===== src/rtl/rlns_pkg.sv =====
package rlns_pkg;

   typedef struct packed {
      logic zero;
      logic sign;
      logic dbz;
   } rlns_flags_t;

   // greatest common divisor, used for elaboration checks on the moduli
   function automatic int gcd(input int a, input int b);
      int x;
      int y;
      int t;
      x = a;
      y = b;
      while (y != 0) begin
         t = x % y;
         x = y;
         y = t;
      end
      return x;
   endfunction

endpackage


===== src/rtl/rlns_oh_neg.sv =====
// One-hot additive inverse modulo M: residue k maps to (M-k) mod M.
// Pure wiring, no gates.
module rlns_oh_neg #(
   parameter int M = 4
) (
   input  logic [M-1:0] din,
   output logic [M-1:0] dout
);
   for (genvar k = 0; k < M; k++) begin : g_bit
      assign dout[k] = din[(M - k) % M];
   end
endmodule


===== src/rtl/rlns_oh_rot.sv =====
// One-hot modular sum: y = (a + b) mod M as an AND-OR crossbar.
module rlns_oh_rot #(
   parameter int M = 4
) (
   input  logic [M-1:0] a,
   input  logic [M-1:0] b,
   output logic [M-1:0] y
);
   for (genvar k = 0; k < M; k++) begin : g_out
      logic [M-1:0] term;
      for (genvar j = 0; j < M; j++) begin : g_in
         assign term[j] = a[j] & b[(k - j + M) % M];
      end
      assign y[k] = |term;
   end
endmodule


===== src/rtl/rlns_chan.sv =====
// One residue channel: sum or difference of two one-hot residues.
// DIV_STYLE 0: invert the divisor by wiring, then share one crossbar.
// DIV_STYLE 1: two crossbars in parallel, select the result.
module rlns_chan #(
   parameter int M         = 4,
   parameter int DIV_STYLE = 0
) (
   input  logic         sub,
   input  logic [M-1:0] a,
   input  logic [M-1:0] b,
   output logic [M-1:0] y
);
   logic [M-1:0] b_neg;

   rlns_oh_neg #(.M(M)) u_neg (.din(b), .dout(b_neg));

   if (DIV_STYLE == 0) begin : g_shared
      logic [M-1:0] b_sel;
      assign b_sel = sub ? b_neg : b;
      rlns_oh_rot #(.M(M)) u_rot (.a(a), .b(b_sel), .y(y));
   end else begin : g_dual
      logic [M-1:0] y_sum;
      logic [M-1:0] y_dif;
      rlns_oh_rot #(.M(M)) u_rot_add (.a(a), .b(b),     .y(y_sum));
      rlns_oh_rot #(.M(M)) u_rot_sub (.a(a), .b(b_neg), .y(y_dif));
      assign y = sub ? y_dif : y_sum;
   end

   // legal one-hot operands must give a one-hot residue
   always_comb begin
      if ($onehot(a) && $onehot(b)) begin
         p_chan_onehot_r1: assert ($onehot(y));
      end
   end
endmodule


===== src/rtl/rlns_flags.sv =====
// Sign, zero and divide-error resolution for one operation.
module rlns_flags
   import rlns_pkg::*;
(
   input  logic        op_div,
   input  logic        a_zero,
   input  logic        a_sign,
   input  logic        b_zero,
   input  logic        b_sign,
   output rlns_flags_t flags
);
   always_comb begin
      flags.dbz  = op_div & b_zero;
      flags.zero = a_zero | b_zero;
      flags.sign = flags.zero ? 1'b0 : (a_sign ^ b_sign);
   end
endmodule


===== src/rtl/rlns_muldiv.sv =====
// Residue-log multiply/divide with one registered stage.
module rlns_muldiv
   import rlns_pkg::*;
#(
   parameter int M0        = 3,
   parameter int M1        = 4,
   parameter int M2        = 5,
   parameter int DIV_STYLE = 0,
   localparam int LW       = M0 + M1 + M2
) (
   input  logic          clk,
   input  logic          rst_n,
   input  logic          in_valid,
   input  logic          op_div,
   input  logic          a_zero,
   input  logic          a_sign,
   input  logic [LW-1:0] a_log,
   input  logic          b_zero,
   input  logic          b_sign,
   input  logic [LW-1:0] b_log,
   output logic          out_valid,
   output logic          r_zero,
   output logic          r_sign,
   output logic [LW-1:0] r_log,
   output logic          div_by_zero
);
   localparam int NCH = 3;
   localparam logic [LW-1:0] ZPAT =
      LW'(1) | (LW'(1) << M0) | (LW'(1) << (M0 + M1));

   // elaboration-time parameter checks
   if (M0 < 2 || M1 < 2 || M2 < 2) begin : g_chk_min
      $error("rlns_muldiv: every modulus must be at least 2");
   end
   if (gcd(M0, M1) != 1 || gcd(M0, M2) != 1 || gcd(M1, M2) != 1) begin : g_chk_cop
      $error("rlns_muldiv: moduli must be pairwise coprime");
   end
   if (DIV_STYLE != 0 && DIV_STYLE != 1) begin : g_chk_style
      $error("rlns_muldiv: DIV_STYLE must be 0 or 1");
   end

   logic [LW-1:0] log_d;
   rlns_flags_t   flg_d;
   rlns_flags_t   flg_q;
   logic [LW-1:0] log_q;
   logic          vld_q;

   for (genvar c = 0; c < NCH; c++) begin : g_ch
      localparam int MC = (c == 0) ? M0 : (c == 1) ? M1 : M2;
      localparam int OC = (c == 0) ? 0  : (c == 1) ? M0 : M0 + M1;
      rlns_chan #(.M(MC), .DIV_STYLE(DIV_STYLE)) u_chan (
         .sub (op_div),
         .a   (a_log[OC +: MC]),
         .b   (b_log[OC +: MC]),
         .y   (log_d[OC +: MC])
      );
   end

   rlns_flags u_flags (
      .op_div (op_div),
      .a_zero (a_zero),
      .a_sign (a_sign),
      .b_zero (b_zero),
      .b_sign (b_sign),
      .flags  (flg_d)
   );

   always_ff @(posedge clk or negedge rst_n) begin
      if (!rst_n) begin
         vld_q <= 1'b0;
         flg_q <= '{zero: 1'b1, sign: 1'b0, dbz: 1'b0};
         log_q <= ZPAT;
      end else begin
         vld_q <= in_valid;
         if (in_valid) begin
            flg_q <= flg_d;
            log_q <= flg_d.zero ? ZPAT : log_d;
         end
      end
   end

   assign out_valid   = vld_q;
   assign r_zero      = flg_q.zero;
   assign r_sign      = flg_q.sign;
   assign div_by_zero = flg_q.dbz;
   assign r_log       = log_q;

   p_valid_lat_r7: assert property (@(posedge clk) disable iff (!rst_n)
      $past(rst_n) |-> (out_valid == $past(in_valid)));

   p_hold_idle_r8: assert property (@(posedge clk) disable iff (!rst_n)
      ($past(rst_n) && !$past(in_valid)) |->
         ($stable(r_log) && $stable(r_zero) && $stable(r_sign) && $stable(div_by_zero)));

   p_sign_xor_r3: assert property (@(posedge clk) disable iff (!rst_n)
      ($past(rst_n) && out_valid && !r_zero) |->
         (r_sign == ($past(a_sign) ^ $past(b_sign))));

   p_dbz_src_r5: assert property (@(posedge clk) disable iff (!rst_n)
      ($past(rst_n) && out_valid && div_by_zero) |-> ($past(op_div) && $past(b_zero)));

   p_zero_pat_r4: assert property (@(posedge clk) disable iff (!rst_n)
      r_zero |-> ((r_log == ZPAT) && !r_sign));

   p_mul_zero_r4: assert property (@(posedge clk) disable iff (!rst_n)
      ($past(rst_n) && $past(in_valid) && !$past(op_div) && ($past(a_zero) || $past(b_zero)))
         |-> (r_zero && !div_by_zero));
endmodule


===== config.mk =====
export PLATFORM = sky130hd
export DESIGN_NAME = rlns_muldiv
export DESIGN_NICKNAME = d
export VERILOG_FILES = /design/src/rtl/rlns_pkg.sv /design/src/rtl/rlns_oh_neg.sv /design/src/rtl/rlns_oh_rot.sv /design/src/rtl/rlns_chan.sv /design/src/rtl/rlns_flags.sv /design/src/rtl/rlns_muldiv.sv
export SDC_FILE = /design/constraint.sdc
export NUM_CORES = 1
export LEC_CHECK = 0
export BUFFER_PORTS_ARGS = -buffer_cell sky130_fd_sc_hd__buf_2
export CORE_MARGIN = 2
export CORE_UTILIZATION = 30
export CTS_CLUSTER_SIZE = 12
export DETAILED_ROUTE_END_ITERATION = 10
export PLACE_DENSITY = 0.6
export SETUP_SLACK_MARGIN = 0.1
export SLEW_MARGIN = 20
export SYNTH_ARGS = -nofsm -noshare
export SYNTH_HDL_FRONTEND = slang
export SYNTH_HIERARCHICAL = 1
export SYNTH_SLANG_ARGS = --single-unit

===== constraint.sdc =====
create_clock -name clk -period 1.1 [get_ports clk]
set_clock_uncertainty 0.15 [all_clocks]
set_input_delay 0.055 -clock clk [delete_from_list [all_inputs] [get_ports clk]]
set_output_delay 0.055 -clock clk [all_outputs]
set_load 0.005 [all_outputs]

* Word-level counts from Yosys, hierarchy flattened *
Index checks and enable logic that the tools add are counted.

word-level totals
  flip-flop bits (word level) = 16
  output and inout port bits = 16

cells by class
  muxes and demuxes = 5
  bitwise logic cells = 53
  reductions and logical operators = 12

operators by type and width
  operator          count
  $and A1 B1 Y1     51
  $reduce_or A5 Y1  5
  $reduce_or A4 Y1  4
  $mux W12          1
  $reduce_or A3 Y1  3
  $mux W5           1
  $mux W4           1
  $mux W3           1
  $mux W1           1
  $or A1 B1 Y1      1
  $xor A1 B1 Y1     1

* Logic depth before layout (Yosys ltp) *
Gate-level depths: netlist of run 1.

  depth after elaboration = 4
  depth in mapped cells = 6

* Cells and area by module *
Netlist of run 1, hierarchy kept.

modules (own cells, without submodules)
  module                                        instances  cells an instance  area each (µm²)  sequential area each (µm²)
  rlns_muldiv                                   1          59                 684.4            405.4
  rlns_oh_rot at g_ch[2].u_chan.g_shared.u_rot  1          15                 106.4            0.0
  rlns_oh_rot at g_ch[1].u_chan.g_shared.u_rot  1          12                 75.1             0.0
  rlns_chan at g_ch[2].u_chan                   1          5                  56.3             0.0
  rlns_chan at g_ch[1].u_chan                   1          4                  45.0             0.0
  rlns_oh_rot at g_ch[0].u_chan.g_shared.u_rot  1          6                  41.3             0.0
  rlns_oh_neg at g_ch[2].u_chan.u_neg           1          5                  37.5             0.0
  rlns_chan at g_ch[0].u_chan                   1          3                  33.8             0.0
  rlns_oh_neg at g_ch[1].u_chan.u_neg           1          4                  30.0             0.0
  rlns_flags                                    1          4                  28.8             0.0
  rlns_oh_neg at g_ch[0].u_chan.u_neg           1          3                  22.5             0.0

* Worst setup path after synthesis of run 1 *
No wires, ideal clock.

  kind = input to register
  start = in b_log[9]
  end = reg log_q[10], in the netlist r_log[10]
  setup time = 121 ps
  arrival = 971 ps
  slack = -142 ps
  stages = 6
  path buffers = 1
  path through = buf_4 mux2_2 a222oi_1 nand2_1 nand3b_1 o21ai_1

on the way
  cells in the longest elaborated chain, start to end = 4
  elaborated cells on any way between the ends = 5
  those cells by class = 2 x mux; 2 x bitwise; 1 x reduce/logical

ends and longest elaborated chain
  element                               line               text
  start: declaration                    rlns_muldiv.sv:20  input logic [LW-1:0] b_log,
  $mux W5                               rlns_chan.sv:19    assign b_sel = sub ? b_neg : b;
  net g_ch[2].u_chan.g_shared.b_sel[3]  rlns_chan.sv:18    logic [M-1:0] b_sel;
  $and A1 B1 Y1                         rlns_oh_rot.sv:12  assign term[j] = a[j] & b[(k - j + M) % M];
  $reduce_or A5 Y1                      rlns_oh_rot.sv:14  assign y[k] = |term;
  net log_d[10]                         rlns_muldiv.sv:42  logic [LW-1:0] log_d;
  $mux W12                              rlns_muldiv.sv:77  log_q <= flg_d.zero ? ZPAT : log_d;
  end signal: assignment                rlns_muldiv.sv:77
  end: declaration                      rlns_muldiv.sv:45  logic [LW-1:0] log_q;

The timed path passes the listed nets, and every way through them passes these cells.
A chain may end at the register's enable or synchronous reset.

* Final worst setup path of run 1 *
  start = in op_div
  end = reg log_q[9], in the netlist r_log[9]

on the way
  cells in the longest elaborated chain, start to end = 4
  elaborated cells on any way between the ends = 7
  those cells by class = 2 x mux; 4 x bitwise; 1 x reduce/logical

ends and longest elaborated chain
  element                               line               text
  start: declaration                    rlns_muldiv.sv:14  input logic op_div,
  $mux W5                               rlns_chan.sv:19
  net g_ch[2].u_chan.g_shared.b_sel[4]  rlns_chan.sv:18
  $and A1 B1 Y1                         rlns_oh_rot.sv:12
  $reduce_or A5 Y1                      rlns_oh_rot.sv:14
  net log_d[9]                          rlns_muldiv.sv:42
  $mux W12                              rlns_muldiv.sv:77

The timed path passes the listed nets, and every way through them passes these cells.

==> impl_metrics.ini, run 1 <==
[timing]
finalSetupViolations = 2
period_share_pct = 104
finalHoldViolCount = 0
setup_ws_ps = -42.1
layout_min_cycle_time_ps = 1140
max_freq_ghz = 0.876
drv_slew = 0
rsz0062_at_grt = true
worst_pin_slew_ps = 361
slew_headroom_pct = 75.9

[layout]
post-route-util_pct = 42.9
syn_to_final_growth_pct = 36.2
diodes = 0
layout_commonest_cell = buf_2
nets = 197
final_area_sq_um = 1580
drive_gt1_share_pct = 55.8
layout_common_cells = buf_2, mux2_4, inv_1, dfrtp_1

[cts]
max-clock-path-buffers = 2
cts_buffers = 3
cts-root-buf = clkbuf_8
cts_tree = built
clkLatencyLatePin_ps = 240
cts.clk_slew.worst_paths_ps = 60
cts_sinks = 16
h-tree-depth = 1

[die]
die_h_um = 66.2
initial_core_util_pct = 31.5
boundaryPins = 48
dieWidth_um = 66.2
dieArea_sq_um = 4380
rows = 22
core-area_sq_um = 3690

[yosys]
avgSynthCellArea_sq_um = 9.68
synth.ff_latch_count = 16
netlist-cell-type-count = 18
ys_top_cells_by_area = dfrtp_1, mux2_2, dfstp_2
synth_nets = 152
synth_area_leader_cell = dfrtp_1
synth_top_area_share_pct = 25.9
ys_warn_count = 6
yosysSeqAreaShare_pct = 34.9
synthCells = 120
syn_area_sq_um = 1160

[detailed_routing]
routed_wl_um = 2590
firstDrtPassIters = 5
viasPerCell = 4.92
drc = 0
antenna_left = 0
first_iter_violations = 72
drt-wirelength-per-cell_um = 12.3
vias = 1039

[setup_path]
end_kind = flop
worstPathMaxFanout = 5
startpoint = op_div
rr_startpoint = r_zero$_DFFE_PN1P_
crit_path_start_kind = primary input
r2r_slack_ps = 140
worst_ep_arrival_time_ps = 1120
endpoint = r_log[9]$_DFFE_PN0P_
worstSetupPathType = in2reg
critPathRequiredTime_ps = 1080
reg2reg_to = r_zero$_DFFE_PN1P_
rr_worst_depth = 2

[power_and_ir_drop]
ir_worst_vdd_mv = 0.358
p_leak_uw = 0.000756
power_uw = 1570
p_per_area_nw_per_um2 = 994

[grt]
grt_first_pass_wirelength_um = 4060
grt_max_degree = 17
overflow = 0
grt_pass1_vias = 983
grt.total_usage_pct = 12.0
antenna_found_initial = 0

[place]
placed_cell_area_sq_um = 1400
place.gp.congestion = 0.707
post-dp-hpwl_um = 1950
io_buffer_count = 47

[min_path]
hold_class = in2reg
min_from = in_valid
worstHoldPathCells = 2

[outcome]
violations = setup timing
status = finished with violations

[flow_run]
maxCapViolCount = 0
==> registers in the layout (all words and copies together), names as in the netlist <==
| register | count |
|---|---|
| r_log | 12 |
| r_zero | 1 |
| div_by_zero | 1 |
| out_valid | 1 |
| r_sign | 1 |
==> routing by layer <==
layer / track usage (%) / vias up / part of all wire [%]
met4: 4.59 / 0 / 0.93
met1: 13.3 / 482 / 40
met5: 0 / - / 0
li1: - / 516 / -
met2: 22.8 / 39 / 54
met3: 1.53 / 2 / 5.2
==> repair_timing <==
action                                  4_1_cts  5_1_grt
gates cloned                                  1        0
endpoints found under the setup margin       16       16
endpoints found under the hold margin        17        1
hold buffers                                  1        1
resized for setup                            13        6
pin swaps                                    12        8
setup buffers                                 2        0
==> how the worst min path moves through the flow <==
stage                         endpoint
5_1_grt        div_by_zero$_DFFE_PN0P_
6_report            r_zero$_DFFE_PN1P_
2_1_floorplan  div_by_zero$_DFFE_PN0P_
3_5_place_dp      r_log[9]$_DFFE_PN0P_
4_1_cts            out_valid$_DFF_PN0_
3_3_place_gp      r_log[9]$_DFFE_PN0P_
==> cells by family after synthesis <==
group                     share of synthesized area (%)
AOI/OAI and AO/OA                                  21.4
xor gates and xnor gates                          0.754
buffers and inverters                              15.0
DFF                                                34.9
muxes                                              15.5
and+or+nand+nor                                    12.4
==> power breakdown <==
| part | switching (uW) | total (uW) | internal [uW] |
|---|---|---|---|
| combinational | 223 | 493 | 269 |
| sequential | 23.0 | 664 | 641 |
| clock | 173 | 415 | 242 |
| total | 420 | 1570 | 1150 |
==> through the flow <==
stage / setup slack (ps) / hold WS, ps / setup TNS [ps] / cells
6_report: -42.1 / 33.7 / -49.0 / 211
5_1_grt: -47.3 / 31.6 / -193 / 211
4_1_cts: 0.452 / -131 / 0 / 210
3_5_place_dp: -467 / -161 / -5140 / 203
3_3_place_gp: -421 / -169 / -4720 / 203
2_1_floorplan: -111 / -391 / -650 / 120
==> area by class of cell <==
type	instances	area [sq um]
inverter	12	45.0
fill	398	2110
tap	48	60.1
sequential	16	405
timing repair buffer	56	362
multi-input combinational	76	668
clock buffer	3	41.3
==> synthesized netlist by cell type <==
cell / number
dfrtp_1: 12
buf_4: 12
o21ai_1: 9
and2_2: 1
a222oi_1: 8
buf_2: 1
dfstp_2: 4
nor2_1: 7
mux2_4: 3
mux2_2: 12
nand3b_1: 9
a21oi_2: 3
xnor2_1: 1
buf_6: 3
nand2_1: 9
or2_4: 1
inv_1: 12
a22oi_1: 13
==> critical path, stage by stage <==
cell and delay (ps):
buf_12 110, mux2_4 320, a222oi_1 380, nand2_1 100, nand3b_1 80, o21ai_1 60
(Power assumes the default switching activity.)
==> inputs of run 2 (changes only) <==
==> constraint.sdc (replaced) <==
create_clock -name clk -period 1.45 [get_ports clk]
set_clock_uncertainty 0.15 [all_clocks]
set_input_delay 0.0725 -clock clk [delete_from_list [all_inputs] [get_ports clk]]
set_output_delay 0.0725 -clock clk [all_outputs]
set_load 0.005 [all_outputs]
==> impl_metrics.ini, run 2 (same netlist as run 1, synthesis figures left out) <==
[layout]
nets = 192
syn_to_final_growth_pct = 23.0
regArea_sq_um = 405
num-fill-cells = 400
largest_register_ff_count = 12
final_area_sq_um = 1430
fin_cells = 207
layout_common_cells = buf_2, a22oi_1, inv_1, dfrtp_1, mux2_2
diodes = 0
multiInputGateArea_sq_um = 582
drive_gt1_share_pct = 48.4
layout_commonest_cell = buf_2

[cts]
cts.clk_slew.worst_paths_ps = 60
clkLatencyLatePin_ps = 250
h-tree-depth = 1
max-clock-path-buffers = 2
cts_setup_buffers = 0
cts-root-buf = clkbuf_8
cts_tree = built
cts_buffers = 3
cts_sinks = 16

[die]
core-area_sq_um = 3690
rows = 22
dieWidth_um = 66.2
boundaryPins = 48
die_h_um = 66.2
dieArea_sq_um = 4380
initial_core_util_pct = 31.5

[outcome]
status = complete, no violations

[setup_path]
worstPathMaxFanout = 13
worstSetupPathType = in2reg
startpoint = op_div
crit_chain = buf_6 > mux2_2 > a222oi_1 > nand2_1 > nand3b_1 > o21ai_1
rr_worst_depth = 1
critPathRequiredTime_ps = 1430
crit_path_start_kind = primary input
end_kind = flop
worst_ep_arrival_time_ps = 1210
slowest_stage = mux2_2
r2r_slack_ps = 540
rr_startpoint = r_sign$_DFFE_PN0P_
reg2reg_to = r_sign$_DFFE_PN0P_
slowest_delay_ps = 400
endpoint = r_log[11]$_DFFE_PN0P_

[power_and_ir_drop]
p_leak_uw = 0.000671
ir_worst_vdd_mv = 0.685
p_per_area_nw_per_um2 = 841
power_uw = 1200

[detailed_routing]
first_iter_violations = 67
drt-wirelength-per-cell_um = 12.5
wl_met3_um = 140
firstDrtPassIters = 5
top_layer_used = met3
drc = 0
wl_met1_um = 1170
wl_met2_um = 1270
antenna_left = 0
vias = 1027
viasPerCell = 4.96
routed_wl_um = 2580

[timing]
layout_min_cycle_time_ps = 1220
slew_headroom_pct = 75.3
finalHoldViolCount = 0
drv_slew = 0
period_share_pct = 84.4
max_freq_ghz = 0.817
worst_pin_slew_ps = 371
rsz0062_at_grt = false
finalSetupViolations = 0

[place]
place.gp.congestion = 0.770
placed_cell_area_sq_um = 1340
dpl.cell_count = 201
post-dp-hpwl_um = 1970
io_buffer_count = 47

[min_path]
hold_class = in2reg

[grt]
overflow = 0
grt_pass1_vias = 925
antenna_found_initial = 0
grt.total_usage_pct = 12.1
grt_max_degree = 20
grt_first_pass_wirelength_um = 4080

[flow_run]
maxCapViolCount = 0
==> run 2: cell types whose count changed in the layout (fill, tap and decap cells not counted), sizes merged <==
cell and change:
clkbuf +1, buf -5
==> run 2: per-layer routing <==
metal,up-vias,GRT usage (%)
met4,0,3.06
met5,-,0
li1,504,-
met1,486,14.2
met2,37,21.9
met3,0,3.07
==> run 2: worst min path at each step <==
stage | slack, ps | start | depth (start not counted) | end
after floorplan | -370 | rst_n | 0 | div_by_zero$_DFFE_PN0P_
after global placement | -150 | rst_n | 1 | r_log[6]$_DFFE_PN0P_
after detailed placement | -140 | rst_n | 1 | r_log[6]$_DFFE_PN0P_
after CTS | 30 | b_zero | 3 | div_by_zero$_DFFE_PN0P_
after global routing | 30 | b_zero | 3 | div_by_zero$_DFFE_PN0P_
final | 40 | b_zero | 3 | div_by_zero$_DFFE_PN0P_
==> run 2: area by class of cell <==
cell class	instances	share of cell area [%]
multi-input cells	76	40.8
repair buffers	51	19.6
well taps	48	4.21
inverters	12	3.16
clock buffers	4	3.86
flip-flops and latches	16	28.4
==> run 2: worst max-delay path: cells and delay by family <==
kind,cells,cell delay [ps]
compound gates,2,410
mux,1,400
simple gates,2,180
buf+inv,1,140
==> run 2: through the flow <==
| stage | TNS, ps | worst slack [ps] | hold WS, ps | util, % |
|---|---|---|---|---|
| after global routing | 0 | 106 | 32.9 | 38.7 |
| after floorplan | 0 | 191 | -373 | - |
| after CTS | 0 | 165 | 28.0 | 38.5 |
| after global placement | -992 | -173 | -147 | 36.4 |
| after detailed placement | -1420 | -216 | -143 | 36.4 |
| final | 0 | 226 | 40.8 | 38.7 |
==> run 2: where the power goes <==
part	switching [uW]	leakage [uW]	internal (uW)	total [uW]
clock	148	0.0000288	241	389
sequential	17.0	0.000200	486	503
combinational	152	0.000443	158	309
total	317	0.000671	884	1200
==> run 2: timing repair <==
item,CTS,global route
resized for setup,1,2
hold endpoints to repair,17,0
pin swaps,0,1
hold buffers,2,0
setup endpoints to repair,4,3
